--- config.mk ---
export PLATFORM = sky130hd
export DESIGN_NAME = lldma_chain_engine
export DESIGN_NICKNAME = d
export VERILOG_FILES = /design/src/rtl/lldma_pkg.sv /design/src/rtl/lldma_chan_regs.sv /design/src/rtl/lldma_mover.sv /design/src/rtl/lldma_seq.sv /design/src/rtl/lldma_chain_engine.sv
export SDC_FILE = /design/constraint.sdc
export NUM_CORES = 1
export LEC_CHECK = 0
export ABC_AREA = 1
export BUFFER_PORTS_ARGS = -buffer_cell sky130_fd_sc_hd__buf_2
export CAP_MARGIN = 20
export CORE_ASPECT_RATIO = 1.25
export CORE_MARGIN = 3
export CORE_UTILIZATION = 52
export CTS_CLUSTER_SIZE = 24
export DETAILED_ROUTE_END_ITERATION = 7
export GPL_TIMING_DRIVEN = 0
export PLACE_DENSITY = 0.8
export SYNTH_ARGS = -nofsm -noshare
export SYNTH_HDL_FRONTEND = slang
export SYNTH_SLANG_ARGS = --single-unit
--- constraint.sdc ---
create_clock -name clk -period 3.3 [get_ports clk]
set_input_delay 0.33 -clock clk [delete_from_list [all_inputs] [get_ports clk]]
set_output_delay 0.33 -clock clk [all_outputs]
set_load 0.05 [all_outputs]
--- src/rtl/lldma_pkg.sv ---
package lldma_pkg;
  typedef enum logic [2:0] {
    ENG_IDLE,
    ENG_FREQ,
    ENG_FWAIT,
    ENG_XFER,
    ENG_WREQ
  } eng_state_e;

  localparam int unsigned DESC_WORDS = 5;
  localparam int unsigned IDX_W      = 3;
  localparam int unsigned IDX_SRC    = 0;
  localparam int unsigned IDX_DST    = 1;
  localparam int unsigned IDX_NEXT   = 2;
  localparam int unsigned IDX_CTLA   = 3;
  localparam int unsigned IDX_CTLB   = 4;
  localparam int unsigned IRQ_BUF    = 0;
  localparam int unsigned IRQ_CHAIN  = 1;
endpackage

--- src/rtl/lldma_chan_regs.sv ---
module lldma_chan_regs
  import lldma_pkg::*;
#(
  parameter int unsigned AW       = 32,
  parameter int unsigned DW       = 32,
  parameter int unsigned SIZE_W   = 16,
  parameter int unsigned DONE_BIT = 31
) (
  input  logic              clk,
  input  logic              rst_n,
  input  logic              ptr_we,
  input  logic [AW-1:0]     ptr_data,
  input  logic              load_we,
  input  logic [IDX_W-1:0]  load_idx,
  input  logic [DW-1:0]     load_data,
  input  logic              base_load,
  input  logic              size_we,
  input  logic [SIZE_W-1:0] size_val,
  input  logic              done_set,
  output logic [DW-1:0]     src_q,
  output logic [DW-1:0]     dst_q,
  output logic [AW-1:0]     next_q,
  output logic [DW-1:0]     ctla_q,
  output logic [DW-1:0]     ctlb_q,
  output logic [AW-1:0]     base_q
);
  localparam logic [DW-1:0] DONE_MASK = DW'(1) << DONE_BIT;

  logic [DESC_WORDS-1:0][DW-1:0] words;

  for (genvar gi = 0; gi < DESC_WORDS; gi++) begin : g_word
    logic [DW-1:0] q;
    logic          hit;
    assign hit = load_we && (load_idx == IDX_W'(gi));

    if (gi == IDX_NEXT) begin : g_next
      always_ff @(posedge clk or negedge rst_n) begin
        if (!rst_n)      q <= '0;
        else if (hit)    q <= load_data;
        else if (ptr_we) q <= DW'(ptr_data);
      end
    end else if (gi == IDX_CTLA) begin : g_ctla
      always_ff @(posedge clk or negedge rst_n) begin
        if (!rst_n) begin
          q <= '0;
        end else if (hit) begin
          q <= load_data & ~DONE_MASK;
        end else begin
          if (size_we)  q[SIZE_W-1:0] <= size_val;
          if (done_set) q[DONE_BIT]   <= 1'b1;
        end
      end
    end else begin : g_plain
      always_ff @(posedge clk or negedge rst_n) begin
        if (!rst_n)   q <= '0;
        else if (hit) q <= load_data;
      end
    end

    assign words[gi] = q;
  end

  always_ff @(posedge clk or negedge rst_n) begin
    if (!rst_n)         base_q <= '0;
    else if (base_load) base_q <= next_q;
  end

  assign src_q  = words[IDX_SRC];
  assign dst_q  = words[IDX_DST];
  assign next_q = words[IDX_NEXT][AW-1:0];
  assign ctla_q = words[IDX_CTLA];
  assign ctlb_q = words[IDX_CTLB];
endmodule

--- src/rtl/lldma_mover.sv ---
module lldma_mover #(
  parameter int unsigned SIZE_W = 16
) (
  input  logic              clk,
  input  logic              rst_n,
  input  logic              start,
  input  logic [SIZE_W-1:0] size,
  output logic              busy,
  output logic              step,
  output logic [SIZE_W-1:0] remain_nxt,
  output logic              done
);
  logic [SIZE_W-1:0] cnt_q;
  logic              busy_q;

  function automatic logic [SIZE_W-1:0] count_down(input logic [SIZE_W-1:0] c);
    return c - SIZE_W'(1);
  endfunction

  always_ff @(posedge clk or negedge rst_n) begin
    if (!rst_n) begin
      busy_q <= 1'b0;
      cnt_q  <= '0;
    end else if (start) begin
      busy_q <= 1'b1;
      cnt_q  <= size;
    end else if (busy_q) begin
      if (cnt_q == '0) busy_q <= 1'b0;
      else             cnt_q  <= count_down(cnt_q);
    end
  end

  assign busy       = busy_q;
  assign step       = busy_q && (cnt_q != '0);
  assign remain_nxt = count_down(cnt_q);
  assign done       = busy_q && (cnt_q == '0);
endmodule

--- src/rtl/lldma_seq.sv ---
module lldma_seq
  import lldma_pkg::*;
#(
  parameter int unsigned AW       = 32,
  parameter int unsigned DW       = 32,
  parameter int unsigned STOP_BIT = 31
) (
  input  logic             clk,
  input  logic             rst_n,
  input  logic             en_wr,
  input  logic             en_wdata,
  input  logic             irq_rd,
  input  logic [AW-1:0]    base_q,
  input  logic [AW-1:0]    next_q,
  input  logic [DW-1:0]    ctlb_q,
  input  logic             mem_req_ready,
  input  logic             mem_rd_valid,
  input  logic             mv_done,
  output logic             mem_req_valid,
  output logic             mem_req_we,
  output logic [AW-1:0]    mem_req_addr,
  output logic             load_we,
  output logic [IDX_W-1:0] load_idx,
  output logic             base_load,
  output logic             ptr_open,
  output logic             mv_start,
  output logic             rd_wait,
  output logic             chan_en,
  output logic [1:0]       irq_flags,
  output logic             ev_wb_hs,
  output logic             ev_last,
  output logic             ev_halt
);
  localparam int unsigned WORD_BYTES = DW / 8;

  function automatic logic [AW-1:0] slot_addr(input logic [AW-1:0] b,
                                              input logic [IDX_W-1:0] i);
    return b + AW'(i) * AW'(WORD_BYTES);
  endfunction

  function automatic logic chain_ends(input logic [AW-1:0] nx, input logic [DW-1:0] cb);
    return (nx == '0) || cb[STOP_BIT];
  endfunction

  eng_state_e       st_q, st_d;
  logic [IDX_W-1:0] idx_q, idx_d;
  logic             en_q, en_d;
  logic [1:0]       flg_q;
  logic             start_ok, ev_rd, last_word;

  assign start_ok  = (st_q == ENG_IDLE) && en_wr && en_wdata;
  assign ev_rd     = (st_q == ENG_FWAIT) && mem_rd_valid;
  assign last_word = (idx_q == IDX_W'(IDX_CTLB));
  assign ev_wb_hs  = (st_q == ENG_WREQ) && mem_req_ready;
  assign ev_last   = ev_wb_hs && chain_ends(next_q, ctlb_q);

  always_comb begin
    en_d = en_q;
    if (en_wr)   en_d = en_wdata;
    if (ev_last) en_d = 1'b0;
  end

  assign ev_halt = (ev_rd && !en_d) || (ev_wb_hs && !ev_last && !en_d);

  always_comb begin
    st_d      = st_q;
    idx_d     = idx_q;
    base_load = 1'b0;
    mv_start  = 1'b0;
    case (st_q)
      ENG_IDLE: begin
        if (start_ok) begin
          st_d      = ENG_FREQ;
          idx_d     = '0;
          base_load = 1'b1;
        end
      end
      ENG_FREQ: begin
        if (mem_req_ready) st_d = ENG_FWAIT;
      end
      ENG_FWAIT: begin
        if (mem_rd_valid) begin
          if (!en_d) begin
            st_d = ENG_IDLE;
          end else if (last_word) begin
            st_d     = ENG_XFER;
            mv_start = 1'b1;
          end else begin
            st_d  = ENG_FREQ;
            idx_d = idx_q + IDX_W'(1);
          end
        end
      end
      ENG_XFER: begin
        if (mv_done) st_d = ENG_WREQ;
      end
      ENG_WREQ: begin
        if (mem_req_ready) begin
          if (ev_last || !en_d) begin
            st_d = ENG_IDLE;
          end else begin
            st_d      = ENG_FREQ;
            idx_d     = '0;
            base_load = 1'b1;
          end
        end
      end
      default: st_d = ENG_IDLE;
    endcase
  end

  always_ff @(posedge clk or negedge rst_n) begin
    if (!rst_n) begin
      st_q  <= ENG_IDLE;
      idx_q <= '0;
      en_q  <= 1'b0;
    end else begin
      st_q  <= st_d;
      idx_q <= idx_d;
      en_q  <= en_d;
    end
  end

  always_ff @(posedge clk or negedge rst_n) begin
    if (!rst_n) begin
      flg_q <= '0;
    end else begin
      if (irq_rd)   flg_q                <= '0;
      if (ev_wb_hs) flg_q[IRQ_BUF]       <= 1'b1;
      if (ev_last)  flg_q[IRQ_CHAIN]     <= 1'b1;
    end
  end

  assign mem_req_valid = (st_q == ENG_FREQ) || (st_q == ENG_WREQ);
  assign mem_req_we    = (st_q == ENG_WREQ);
  assign mem_req_addr  = (st_q == ENG_WREQ) ? slot_addr(base_q, IDX_W'(IDX_CTLA))
                                            : slot_addr(base_q, idx_q);
  assign load_we       = ev_rd;
  assign load_idx      = idx_q;
  assign ptr_open      = (st_q == ENG_IDLE);
  assign rd_wait       = (st_q == ENG_FWAIT);
  assign chan_en       = en_q;
  assign irq_flags     = flg_q;
endmodule

--- src/rtl/lldma_chain_engine.sv ---
module lldma_chain_engine
  import lldma_pkg::*;
#(
  parameter int unsigned AW       = 32,
  parameter int unsigned DW       = 32,
  parameter int unsigned SIZE_W   = 16,
  parameter int unsigned DONE_BIT = 31,
  parameter int unsigned STOP_BIT = 31
) (
  input  logic          clk,
  input  logic          rst_n,
  input  logic          ptr_wr,
  input  logic [AW-1:0] ptr_wdata,
  input  logic          en_wr,
  input  logic          en_wdata,
  input  logic          irq_rd,
  output logic [1:0]    irq_flags,
  output logic          chan_en,
  output logic          xfer_busy,
  output logic          mem_req_valid,
  input  logic          mem_req_ready,
  output logic          mem_req_we,
  output logic [AW-1:0] mem_req_addr,
  output logic [DW-1:0] mem_req_wdata,
  input  logic          mem_rd_valid,
  input  logic [DW-1:0] mem_rd_data,
  output logic [DW-1:0] cur_src,
  output logic [DW-1:0] cur_dst,
  output logic [AW-1:0] cur_next,
  output logic [DW-1:0] cur_ctla,
  output logic [DW-1:0] cur_ctlb
);
  logic             load_we, base_load, ptr_open, mv_start, rd_wait;
  logic [IDX_W-1:0] load_idx;
  logic [AW-1:0]    desc_base, next_q;
  logic [DW-1:0]    ctla_q, ctlb_q;
  logic             mv_busy, mv_step, mv_done;
  logic [SIZE_W-1:0] mv_remain;
  logic             ev_wb_hs, ev_last, ev_halt;

  lldma_seq #(.AW(AW), .DW(DW), .STOP_BIT(STOP_BIT)) u_seq (
    .clk           (clk),
    .rst_n         (rst_n),
    .en_wr         (en_wr),
    .en_wdata      (en_wdata),
    .irq_rd        (irq_rd),
    .base_q        (desc_base),
    .next_q        (next_q),
    .ctlb_q        (ctlb_q),
    .mem_req_ready (mem_req_ready),
    .mem_rd_valid  (mem_rd_valid),
    .mv_done       (mv_done),
    .mem_req_valid (mem_req_valid),
    .mem_req_we    (mem_req_we),
    .mem_req_addr  (mem_req_addr),
    .load_we       (load_we),
    .load_idx      (load_idx),
    .base_load     (base_load),
    .ptr_open      (ptr_open),
    .mv_start      (mv_start),
    .rd_wait       (rd_wait),
    .chan_en       (chan_en),
    .irq_flags     (irq_flags),
    .ev_wb_hs      (ev_wb_hs),
    .ev_last       (ev_last),
    .ev_halt       (ev_halt)
  );

  lldma_chan_regs #(.AW(AW), .DW(DW), .SIZE_W(SIZE_W), .DONE_BIT(DONE_BIT)) u_regs (
    .clk       (clk),
    .rst_n     (rst_n),
    .ptr_we    (ptr_wr && ptr_open),
    .ptr_data  (ptr_wdata),
    .load_we   (load_we),
    .load_idx  (load_idx),
    .load_data (mem_rd_data),
    .base_load (base_load),
    .size_we   (mv_step),
    .size_val  (mv_remain),
    .done_set  (mv_done),
    .src_q     (cur_src),
    .dst_q     (cur_dst),
    .next_q    (next_q),
    .ctla_q    (ctla_q),
    .ctlb_q    (ctlb_q),
    .base_q    (desc_base)
  );

  lldma_mover #(.SIZE_W(SIZE_W)) u_mover (
    .clk        (clk),
    .rst_n      (rst_n),
    .start      (mv_start),
    .size       (ctla_q[SIZE_W-1:0]),
    .busy       (mv_busy),
    .step       (mv_step),
    .remain_nxt (mv_remain),
    .done       (mv_done)
  );

  assign xfer_busy     = mv_busy;
  assign mem_req_wdata = ctla_q;
  assign cur_next      = next_q;
  assign cur_ctla      = ctla_q;
  assign cur_ctlb      = ctlb_q;
endmodule

==> results of run 1 <==
-- final cells by class --
class	instances	area share
buffer	86	0.03753
antenna	4	0.0007341
timing repair buffer	325	0.1312
clock inverter	13	0.01689
inverter	107	0.03001
clock buffer	25	0.04258
multi-input combinational	779	0.3167
sequential	218	0.4004
tap	261	0.02395
-- worst register-to-register path, stage by stage (launching register included) --
cell and delay, ps:
dfrtp_2 440, buf_4 180, nor3_4 430, nand3_1 330
nand2_2 210, buf_2 270, nand2_1 90, o21ai_1 80
-- power groups by stage --
stage               Combinational (W)  Sequential (W)  Clock (W)
CTS                           0.00617         0.00422    0.00283
global route                  0.00662         0.00436    0.00298
detailed placement            0.00603         0.00424          0
floorplan                     0.00277         0.00594          0
global placement              0.00593         0.00422          0
finish                        0.00624         0.00427    0.00281
-- synth_stat cells (10+ instances only) --
library cell and n:
nand3_1 115, nand2_1 304, buf_2 26, nor3_1 10, xor2_1 28, ha_1 10
clkbuf_1 19, buf_4 35, inv_1 99, o21ai_0 77, dfrtp_1 218, o211ai_1 44
nor2_1 66, o21ai_1 71
-- sequential cells by signal (all words and copies together) (netlist names), 3 cells and up --
name            flops
u_regs.next_q      32
u_regs.src_q       32
u_regs.base_q      32
u_regs.ctlb_q      32
u_regs.dst_q       32
u_regs.ctla_q      32
u_mover.cnt_q      16
u_seq.st_q          3
u_seq.load_idx      3
-- metrics by stage --
stage,total power (W),worst slack [ps]
6_report,0.01333,-35.25
5_1_grt,0.01395,-143.4
4_1_cts,0.01323,-99.37
3_5_place_dp,0.01027,-224.8
3_3_place_gp,0.01015,-1759
2_1_floorplan,0.008705,-141.2
-- path summary, 6_finish.rpt --
kind	endpoint	slack [ps]
min	u_seq.st_q[2]$_DFFE_PN0P_	30
max in group asynchronous	u_seq.st_q[2]$_DFFE_PN0P_	1810
min reg2reg	u_regs.src_q[13]$_DFFE_PN0P_	480
min in group asynchronous	u_regs.ctla_q[19]$_DFFE_PN0P_	430
max reg2reg	u_regs.base_q[29]$_DFFE_PN0P_	1200
max	mem_req_addr[30]	-40
-- cells by family (layout without fill, tap and decap cells) --
group | after synthesis | after routing | synth area share
xor+xnor | 35 | 35 | 0.02973
other cells | 0 | 4 | 0
compound gates | 206 | 206 | 0.1129
buf+inv | 194 | 556 | 0.08920
fa+ha+maj | 11 | 11 | 0.01408
flops | 218 | 218 | 0.5291
simple gates | 527 | 527 | 0.2250
-- routing by layer --
| metal | global-route usage | vias to the layer above | part of all wire |
|---|---|---|---|
| met4 | 0.1160 | 0 | 0.038 |
| met3 | 0.04868 | 79 | 0.086 |
| li1 | - | 4546 | - |
| met2 | 0.5275 | 552 | 0.50 |
| met5 | 0 | - | 0 |
| met1 | 0.3973 | 4843 | 0.38 |
-- timing repair --
| action | CTS | global route |
|---|---|---|
| setup endpoints to repair | 22 | 19 |
| hold buffers | 1 | 0 |
| buffers inserted | 13 | 10 |
| hold endpoints to repair | 107 | 0 |
| pin swaps | 14 | 25 |
| resized for setup | 56 | 27 |
-- placed cells by master (no fill, tap or decap), types with 7 or more instances in the layout --
cell       count
buf_2        312
nand2_1      298
dfrtp_1      215
nand3_1      108
inv_1         96
o21ai_0       77
o21ai_1       71
buf_4         60
nor2_1        55
o211ai_1      44
clkbuf_16     21
clkbuf_1      19
xor2_1        15
buf_6         13
xor2_2        10
nor2_4         9
inv_2          8
nand3_4        8
ha_1           8
nand4_1        7
nand2_2        7
xnor2_1        7
==> metrics, run 1 <==
status complete, but fails checks; failing checks setup timing; first-pass iteration count of the detailed router 5; DRC viols 0; area grow syn2layout 32.24%; post-layout net count approximately 1600; die area about 22000 um2; Worst Path Max Fanout 3; clock power share 0.211; via-per-instance ratio between 5 and 6; Area after DPL about 12000 um2; CTS tree yes; hold crit path type primary input to register; first-pass GRT wire length roughly 53000 um; wire per inst ~19 um; critical path capture point type primary output; Crit-path slowest cell dfrtp_2; asr flop ratio synth 1.000; CP peak stage delay ~440 ps; Yosys top cell area share 0.5291; number of synthesized flops with an enable pin 0; Leak around 7 nW; Core ar. about 19000 um2; final hold violation count 0; CP Cell Sequence nor2_4, nand2_4, nand2_4, ha_4, inv_2, fa_2, o21ai_4, nand3_2, nor2_4, nand2_4, nor2_4, nand4_1, xor2_2, buf_6; CP Launch Type register; Gate Count Post-Synth 1191; final setup vio count 5; CTS Buf Count 21; Initial DRC Count 888; Logic pwr share 0.469; unrepaired setup endpoints after global routing true; htree depth 1; CTS clk-pin slew, worst paths roughly 70 ps; total track usage 0.3079; largest cells by area after synthesis dfrtp_1 53%, nand2_1 11%, nand3_1 5.6%; slew margin rel. 0.4237; setup tns final -94.76 ps; cell family with most CP delay simple AND/OR/NAND/NOR gates; Multi-input gate area roughly 4300 um2; Crit. Startpoint u_seq.st_q[0]$_DFFE_PN0P_; Worst Setup Slack, final -35.25 ps; routed wire length ~34000 um; Std-Cell Rows 56; count of input and output buffers 300; DP HPWL roughly 25000 um; layout cells sized above 1 0.3278; initial antenna violation count 4; GR Overflow Total 0; Post-DRT Antenna Nets 0; Hold Path Stages 2; post-synth top area cell dfrtp_1; Max Freq 299.8 MHz; CTS Sinks about 220; worst setup path category register to primary output; final period utilization 1.011; Die X about 130 um; clk_lat worst skew approximately 500 ps; WP depth 14; Initial Util 0.5390; top_reg_cell synth dfrtp_1; Worst EP required around 3000 ps; CP arrival approximately 3000 ps; pwr dens 977.6 nW/um2; Avg Cell Area, Syn between 8 and 9 um2; worst clock skew 12.94 ps; CTS root buf clkbuf_16; Slew Viols, Final 0; register area roughly 5500 um2; cell area after layout about 14000 um2; internal power ~0.0068 W; R2R depth 7; count of cell types in the netlist 41; Layout fillers about 1500; worst hold slack between 30 and 40 ps; I/O pins between 300 and 400; Peak VDD IR roughly 740 uV; syn_nets around 1300; hold_sp mem_req_ready; fin util 0.7128; Net Sw Power 0.006499 W; reg2reg start u_seq.st_q[0]$_DFFE_PN0P_; min Tclk post-route roughly 3300 ps; CP Buf/Inv Count 2; Final Wtd Congestion approximately 0.93; Seq pwr share 0.321; die height about 160 um; number of global-route vias before repair about 9800; actual slew at the worst max-slew pin 864.4 ps; number of max-cap violations 0; sequential area share after synthesis 0.5291; fin cells between 1500 and 2000; Synth Cell Area a little over 10000 um2; #FFs+latches synth 218; largest net degree at the start of global routing between 100 and 150; Syn. warnings 0; switching share of power 0.4876; Inst Count DP 1753; CTS Buffer Depth 3; via count 10020
(Power assumes the default switching activity.)
==> run 2: changes to the inputs <==
- ABC_AREA: 1 -> 0
==> metrics, run 2 <==
status complete, but fails checks; failing checks setup timing; critical path capture point type primary output; worst clock skew 24.66 ps (+11.72 ps); largest cells by area after synthesis dfrtp_1 54%, mux2_2 11%, nand2_1 5.8%; DRC viols 0 (unchanged); Slew Viols, Final 0 (unchanged); layout cells sized above 1 0.4561 (+0.1284); syn_nets 970 (-24%); CTS tree yes; first-pass iteration count of the detailed router 5 (unchanged); CTS Sinks 218 (unchanged); Synth Cell Area 10160 um2 (-1.4%); count of cell types in the netlist 61 (+49%); CTS Buf Count 23 (+9.5%); cell with the most instances after synthesis dfrtp_1; Syn. warnings 0 (unchanged); total track usage 0.2881 (-0.01978); htree depth 1 (unchanged); final setup vio count 11 (+6); actual slew at the worst max-slew pin 930.2 ps (+65.73 ps); number of synthesized flops with an enable pin 0 (unchanged); reg2reg start u_seq.st_q[1]$_DFFE_PN0P_; Peak VDD IR 957.5 uV (+30%); fin util 0.7097 (-0.003042); FF-to-FF setup slack 590 ps (-610 ps); #FFs+latches synth 218 (unchanged); Power Total 0.01593 W (+19%); most frequent cells in the layout 291 x buf_2, 216 x dfrtp_1, 154 x nand2_1, 99 x mux2_2, 63 x buf_4; initial antenna violation count 3 (-1); die height 162.3 um (-0.69%); min Tclk post-route 3539 ps (+203.5 ps); I/O pins 302 (unchanged); setup tns final -1402 ps (-1307 ps); Initial DRC Count 523 (-41%); R2R depth 8 (+1); clk_lat worst skew 510 ps (about the same); slew margin rel. 0.3786 (-0.04516); pre-CTS WS -217.2 ps (+7.531 ps); number of global-route vias before repair 8395 (-15%); Post-synth top cells 218 x dfrtp_1, 157 x nand2_1, 99 x mux2_2; sequential area share after synthesis 0.5367 (+0.007621); commonest non-fill, non-tap cell in the layout buf_2; number of max-cap violations 0 (unchanged); Critical R2R Capture u_regs.ctla_q[27]$_DFFE_PN0P_; wire per inst 20.98 um (+11%); area grow syn2layout 32.60%; Gate Count Post-Synth 887 (-26%); Max Freq 282.6 MHz (-5.8%); Final Wtd Congestion 0.9183 (-0.94%); Worst Path Max Fanout 4 (+1); pwr dens 1182 nW/um2 (+21%); hold crit path type primary input to register; routed wire length 31790 um (-7.8%); Die X 131.0 um (-0.68%); GR Overflow Total 0 (unchanged); Avg Cell Area, Syn 11.46 um2 (+32%); Std-Cell Rows 56 (unchanged); CP Launch Type register; Core ar. 18990 um2 (-0.73%); asr flop ratio synth 1.000 (unchanged); CTS Buffer Depth 3 (unchanged); first-pass GRT wire length 47710 um (-9.4%); unrepaired setup endpoints after global routing true; Post-DRT Antenna Nets 0 (unchanged); final period utilization 1.072 (+0.06167); Antenna Cells 0 (-4); WHS Endpoint u_regs.next_q[30]$_DFFE_PN0P_; via count 8414 (-16%); via-per-instance ratio 5.554 (+0.77%); Worst Setup Slack, final -238.8 ps (-203.5 ps); hold_sp ptr_wdata[30]; DP HPWL 22720 um (-9.7%); CP arrival 3210 ps (+200 ps); post-layout net count 1322 (-18%); Leak 6.694 nW (-6.0%); Worst EP required 2970 ps (about the same); die area 21270 um2 (-1.4%); Hold Path Stages 3 (+1); largest net degree at the start of global routing 121 (+8.0%); post-synth top area cell dfrtp_1; count of input and output buffers 301 (+0.33%); Area after DPL 12300 um2 (-0.17%); top_reg_cell synth dfrtp_1; CTS root buf clkbuf_16; CTS clk-pin slew, worst paths 70 ps (about the same); final hold violation count 0 (unchanged); Yosys top cell area share 0.5367 (+0.007621); Initial Util 0.5353 (-0.003732); worst setup path category register to primary output; cell area after layout 13480 um2 (-1.2%); Layout fillers 1371 (-6.0%)
## run 2: layout make-up
type / instances / area, um2 / share of cell area
multi-input cells: 577 / 4594 / 0.3409
clock buffers: 29 / 638.1 / 0.04735
clock inverters: 11 / 90.09 / 0.006685
repair buffers: 330 / 1873 / 0.1390
well taps: 261 / 326.6 / 0.02423
plain buffers: 73 / 436.7 / 0.03240
flip-flops and latches: 218 / 5458 / 0.4050
inverters: 16 / 60.06 / 0.004456
## run 2: timing repair
action                                  4_1_cts  5_1_grt
hold endpoints to repair                     98        0
pin swaps                                     9       16
endpoints found under the setup margin       26       23
setup buffers                                10       17
resized for setup                            45       31
gates cloned                                  0        0
hold buffers                                  1        0
## run 2: worst max-delay path by stage
stage | start | endpoint | slack (ps) | cells past startpoint
floorplan | u_seq.st_q[1]$_DFFE_PN0P_ | mem_req_addr[22] | -170 | 12
CTS | u_seq.st_q[0]$_DFFE_PN0P_ | mem_req_addr[22] | -190 | 13
detailed placement | u_seq.st_q[1]$_DFFE_PN0P_ | mem_req_addr[22] | -220 | 13
finish | u_seq.st_q[0]$_DFFE_PN0P_ | mem_req_addr[24] | -240 | 14
global placement | rst_n | u_regs.ctlb_q[23]$_DFFE_PN0P_ | -1800 | 1
global route | u_seq.st_q[0]$_DFFE_PN0P_ | mem_req_addr[24] | -350 | 14
## run 2: logic make-up after synthesis
group | Yosys count | share of synthesized area
xor+xnor | 53 | 0.04567
fa+ha+maj | 11 | 0.01428
compound gates | 109 | 0.07743
mux | 138 | 0.1518
buf+inv | 92 | 0.05023
simple gates | 266 | 0.1238
flops | 218 | 0.5367
## run 2: worst max-delay path, cell delays in order (launching register included)
cell and delay (ps):
dfrtp_2 430, nor3b_4 230, inv_1 80, nand2_1 70, ha_2 180, inv_2 40
fa_2 360, nor2b_4 160, o2111ai_4 190, nor2_4 230, buf_12 140, buf_6 90
nand3_4 100, xnor2_4 190, buf_6 180
## run 2: layer usage
metal	global-route usage	vias up	routed length, um
met3	0.05625	87	2292
met5	0	-	28
met2	0.4963	373	16050
met1	0.3664	4172	12240
met4	0.08513	6	1186
li1	-	3776	-
## run 2: stage by stage
| step | instances | hold slack, ps |
|---|---|---|
| detailed placement | 1451 | 411.8 |
| CTS | 1501 | 21.17 |
| floorplan | 887 | 34.41 |
| global route | 1515 | 36.63 |
| finish | 1515 | 32.86 |
| global placement | 1449 | 459.1 |
## run 2: power by group
group	internal [W]	leakage (nW)	switching (W)
combinational	0.00247	3.65	0.00607
clock	0.00144	0.353	0.00106
sequential	0.00377	2.69	0.00110
